$ cat config.mk
export PLATFORM = sky130hd
export DESIGN_NAME = ecc_fault_injector
export DESIGN_NICKNAME = d
export VERILOG_FILES = /design/src/rtl/ecc_fault_injector.sv
export SDC_FILE = /design/constraint.sdc
export NUM_CORES = 1
export LEC_CHECK = 0
export ABC_AREA = 1
export CORE_ASPECT_RATIO = 0.75
export CORE_MARGIN = 4
export CORE_UTILIZATION = 36
export CTS_BUF_LIST = sky130_fd_sc_hd__clkbuf_2 sky130_fd_sc_hd__clkbuf_4 sky130_fd_sc_hd__clkbuf_8
export CTS_CLUSTER_SIZE = 16
export DETAILED_ROUTE_END_ITERATION = 16
export GPL_TIMING_DRIVEN = 1
export MAX_ROUTING_LAYER = met4
export PLACE_DENSITY_LB_ADDON = 0.08
export SYNTH_ARGS = -nofsm -noshare
export SYNTH_HDL_FRONTEND = slang
export SYNTH_SLANG_ARGS = --single-unit
$ cat constraint.sdc
create_clock -name clk -period 0.97 [get_ports clk]
set_input_delay 0.194 -clock clk [delete_from_list [all_inputs] [get_ports clk]]
set_output_delay 0.194 -clock clk [all_outputs]
set_load 0.1 [all_outputs]
$ cat src/rtl/ecc_fault_injector.sv
module ecc_fault_injector #(
  parameter int DATA_W = 32,
  parameter int CHK_W  = 7,
  localparam int REG_W = CHK_W + 1
) (
  input  logic              clk,
  input  logic              rst_n,
  input  logic              sw_rst,
  input  logic              reg_we,
  input  logic [REG_W-1:0]  reg_wdata,
  output logic [REG_W-1:0]  reg_rdata,
  input  logic              mem_wr_in,
  input  logic [DATA_W-1:0] wr_data_in,
  input  logic [CHK_W-1:0]  gen_chk_in,
  output logic              mem_wr_out,
  output logic [DATA_W-1:0] wr_data_out,
  output logic [CHK_W-1:0]  chk_out,
  input  logic              rd_valid,
  input  logic [CHK_W-1:0]  rd_chk_stored,
  input  logic [CHK_W-1:0]  rd_chk_regen,
  output logic              rd_err
);

  logic             armed;
  logic [CHK_W-1:0] pattern;
  logic [CHK_W-1:0] chk_sel;

  assign reg_rdata = {armed, pattern};
  assign chk_sel   = armed ? pattern : gen_chk_in;

  always_ff @(posedge clk or negedge rst_n) begin
    if (!rst_n) begin
      armed   <= 1'b0;
      pattern <= '0;
    end else if (sw_rst) begin
      armed   <= 1'b0;
      pattern <= '0;
    end else if (reg_we) begin
      armed   <= reg_wdata[REG_W-1];
      pattern <= reg_wdata[CHK_W-1:0];
    end else if (mem_wr_in && armed) begin
      armed   <= 1'b0;
    end
  end

  always_ff @(posedge clk or negedge rst_n) begin
    if (!rst_n) begin
      mem_wr_out  <= 1'b0;
      wr_data_out <= '0;
      chk_out     <= '0;
    end else begin
      mem_wr_out <= mem_wr_in;
      if (mem_wr_in) begin
        wr_data_out <= wr_data_in;
        chk_out     <= chk_sel;
      end
    end
  end

  always_ff @(posedge clk or negedge rst_n) begin
    if (!rst_n) rd_err <= 1'b0;
    else        rd_err <= rd_valid && (rd_chk_stored != rd_chk_regen);
  end

endmodule

==> metrics.md <==
| Metric | Value |
|---|---|
| ANT nets after route | `0` |
| Mapped Area | `2110 sq um` |
| Number of antenna diodes | `0` |
| Post-synth EDFFs | `0` |
| Clk sinks | `49` |
| Tot Pwr | `6790 uW` |
| Htree depth | `2` |
| Share of cells above drive strength 1 | `0.518` |
| Clock period minus worst slack | `1.21 ns` |
| Slew Limit Fails | `0` |
| Initial antenna violation count | `0` |
| Pwr dens | `1570 nW/um^2` |
| RSZ-0062 raised after global routing | `true` |
| Post-synth top flop | `dfrtp_1` |
| Tot GR Track Use | `0.177` |
| Rel. slew slack | `0.845` |
| Worst slack at placement | `-0.256 ns` |
| Die extent in y | `74.3 um` |
| Setup CP Type | `reg2out` |
| Core ar. | `5500 sq um` |
| Filler cell count | `353` |
| Share of flip-flops with an asynchronous set or reset | `1.00` |
| Post-synthesis average cell area | `11.5 sq um` |
| 1st-iter DRT viols | `74` |
| Outcome | `finished with violations` |
| Fmax | `828 MHz` |
| Ports | `116` |
| DIE WIDTH | `96.4 um` |
| Final Non-Filler Cells | `401` |
| Failing checks | `negative setup slack` |
| CTS buffer count | `5` |
| P_sw | `2680 uW` |
| Post-synth top area share | `0.581` |
| Switch share | `0.395` |
| Vias | `1841` |
| Sequential Area | `1380 sq um` |
| Worst-path clk slew | `0.10 ns` |
| Post-Synthesis Cells | `183` |
| Worst Path Required | `0.78 ns` |
| Post-synth cell types | `13` |
| Routability cong. | `0.823` |
| # port buffers | `115` |
| Root Buffer | `clkbuf_8` |
| Fin worst setup slack | `-0.238 ns` |
| Sequential area share after synthesis | `0.581` |
| Sequential Power Share | `0.374` |
| Vias in the first global route | `1953` |
| CP max FO | `2` |
| Synth top cells by count | `dfrtp_1 (49), nand2_1 (41), mux2_2 (17)` |
| Skew-Pair Late Insertion Delay | `0.30 ns` |
| Leakage | `0.00198 uW` |
| TritonCTS clock tree | `done` |
| Clock power frac | `0.178` |
| Die area | `7170 sq um` |
| Hpwl dp | `4570 um` |
| Drt first pass iters | `4` |
| Post-synthesis net count | `250` |
| Main area contributors after synthesis | `dfrtp_1 (58%), mux2_4 (11%), mux2_2 (9.1%), nand2_1 (7.3%), nand3_1 (3.8%)` |
| Starting Density | `0.384` |
| Final-report hold violation count | `0` |
| Grt ovf | `0` |
| Min-delay worst type | `in2reg` |
| Most common cell in the netlist | `dfrtp_1` |
| Syn. warnings | `0` |
| Crit path launch type | `flop` |
| Final setup vio count | `58` |
| Clock Skews | `0.0107 ns` |
| Vias per cell | `4.59` |
| Layout area overhead | `105%` |
| Yosys top cell by area | `dfrtp_1` |
| Placement Rows | `23` |
| DRC viols | `0` |
| Period utilization | `1.24` |
| Critical Path AT | `1.01 ns` |
| Tightest Pin Transition | `0.233 ns` |
| Multi-input logic area | `757 sq um` |
| Fin area | `4330 sq um` |
| Cell-internal power | `4110 uW` |
| Maxcap violations | `0` |
| Placed cell areas | `4080 sq um` |
| Register bit total from synthesis | `49` |
| Combinational share of power | `0.448` |
| Layout Utilization | `0.787` |
| WL/cell | `14.7 um` |
| Dpl cells | `376` |
| Largest net degree at the start of global routing | `33` |
| Total Wirelength | `5910 um` |
| Clock Path Buffers | `2` |
| Layout net count | `392` |
| First-pass GRT wire length | `9230 um` |
| Worst setup EP type | `output pin` |
| Max IR drop VDD | `1.08 mV` |
routing by layer:
layer	part of all wire	GRT usage	vias to the layer above	wire length (um)
met5	0	-	-	0
met4	0.016	0.0467	0	97
met3	0.081	0.0597	9	479
met1	0.41	0.210	887	2400
li1	-	-	876	-
met2	0.50	0.291	69	2930
flip-flops by register name, summed over array words and instances, names as in the netlist:
signal and flops:
wr_data_out 32, chk_out 7, pattern 7, armed 1, mem_wr_out 1, rd_err 1
worst max-delay path: stages (launching register included):
cell	delay, ns
dfrtp_1	0.42
buf_6	0.13
buf_12	0.15
final timing paths:
path	from	end	slack (ns)	cells past startpoint
worst min register to register	chk_out[4]$_DFFE_PN0P_	chk_out[4]$_DFFE_PN0P_	0.60	2
min in group asynchronous	rst_n	chk_out[1]$_DFFE_PN0P_	0.38	3
worst min-delay path	mem_wr_in	mem_wr_out$_DFF_PN0_	0.25	2
worst max register to register	armed$_DFFE_PN0P_	chk_out[4]$_DFFE_PN0P_	-0.14	5
max in group asynchronous	rst_n	wr_data_out[19]$_DFFE_PN0P_	0.34	3
worst max-delay path	armed$_DFFE_PN0P_	reg_rdata[7]	-0.24	2
layout by cell type (no fill, tap or decap):
| master | Yosys | routed |
|---|---|---|
| clkdlybuf4s50_1 | 0 | 56 |
| buf_12 | 0 | 54 |
| nand2_1 | 41 | 41 |
| dfrtp_4 | 0 | 38 |
| buf_4 | 2 | 21 |
| mux2_2 | 17 | 17 |
| nand3_1 | 16 | 16 |
| inv_1 | 16 | 15 |
| mux2_4 | 15 | 15 |
| nor2_1 | 11 | 11 |
| dfrtp_2 | 0 | 10 |
| dlymetal6s2s_1 | 0 | 8 |
| a31oi_1 | 7 | 7 |
| clkbuf_8 | 0 | 5 |
| clkinvlp_4 | 0 | 2 |
| buf_2 | 4 | 2 |
| buf_6 | 3 | 2 |
| xnor2_1 | 1 | 1 |
| o31ai_2 | 1 | 1 |
| dfrtp_1 | 49 | 1 |
| inv_6 | 0 | 1 |
| clkinv_2 | 0 | 1 |
| dlygate4sd3_1 | 0 | 1 |
stage by stage:
step           setup TNS [ns]  hold WS, ns
3_5_place_dp            -2.17        0.178
3_3_place_gp            -1.93        0.179
6_report                -9.96        0.252
5_1_grt                -12.38        0.239
4_1_cts                 -9.65        0.247
2_1_floorplan           -1.74       -0.102
cell families (layout without fill, tap and decap cells):
| logic type | after synthesis | in the layout | share of synthesized area |
|---|---|---|---|
| multiplexers | 32 | 32 | 0.197 |
| buffers and inverters | 25 | 168 | 0.0610 |
| flip-flops | 49 | 49 | 0.581 |
| XOR/XNOR | 1 | 1 | 0.00415 |
| AND/OR/NAND/NOR | 68 | 68 | 0.130 |
| AO/OA/AOI/OAI | 8 | 8 | 0.0267 |
cell type report:
class | count | share of cell area
timing repair buffer | 144 | 0.449
sequential | 49 | 0.319
multi-input combinational | 109 | 0.175
tap | 75 | 0.0217
clock buffer | 5 | 0.0159
inverter | 16 | 0.0147
clock inverter | 3 | 0.00491
what timing repair did:
| item | 4_1_cts | 5_1_grt |
|---|---|---|
| setup endpoints to repair | 49 | 58 |
| resized for setup | 2 | 9 |
| buffers inserted | 11 | 5 |
| pin swaps | 0 | 4 |
| hold buffers | 1 | 0 |
| endpoints found under the hold margin | 49 | 0 |
power groups by stage:
stage	clock, uW	combinational [uW]	sequential, uW
final	1210	3040	2540
after global routing	1360	3150	2570
after CTS	1260	3050	2540
after detailed placement	0	2980	2590
after global placement	0	2970	2580
after floorplan	0	356	3870
Note: power is estimated with default switching activity, not from simulation.
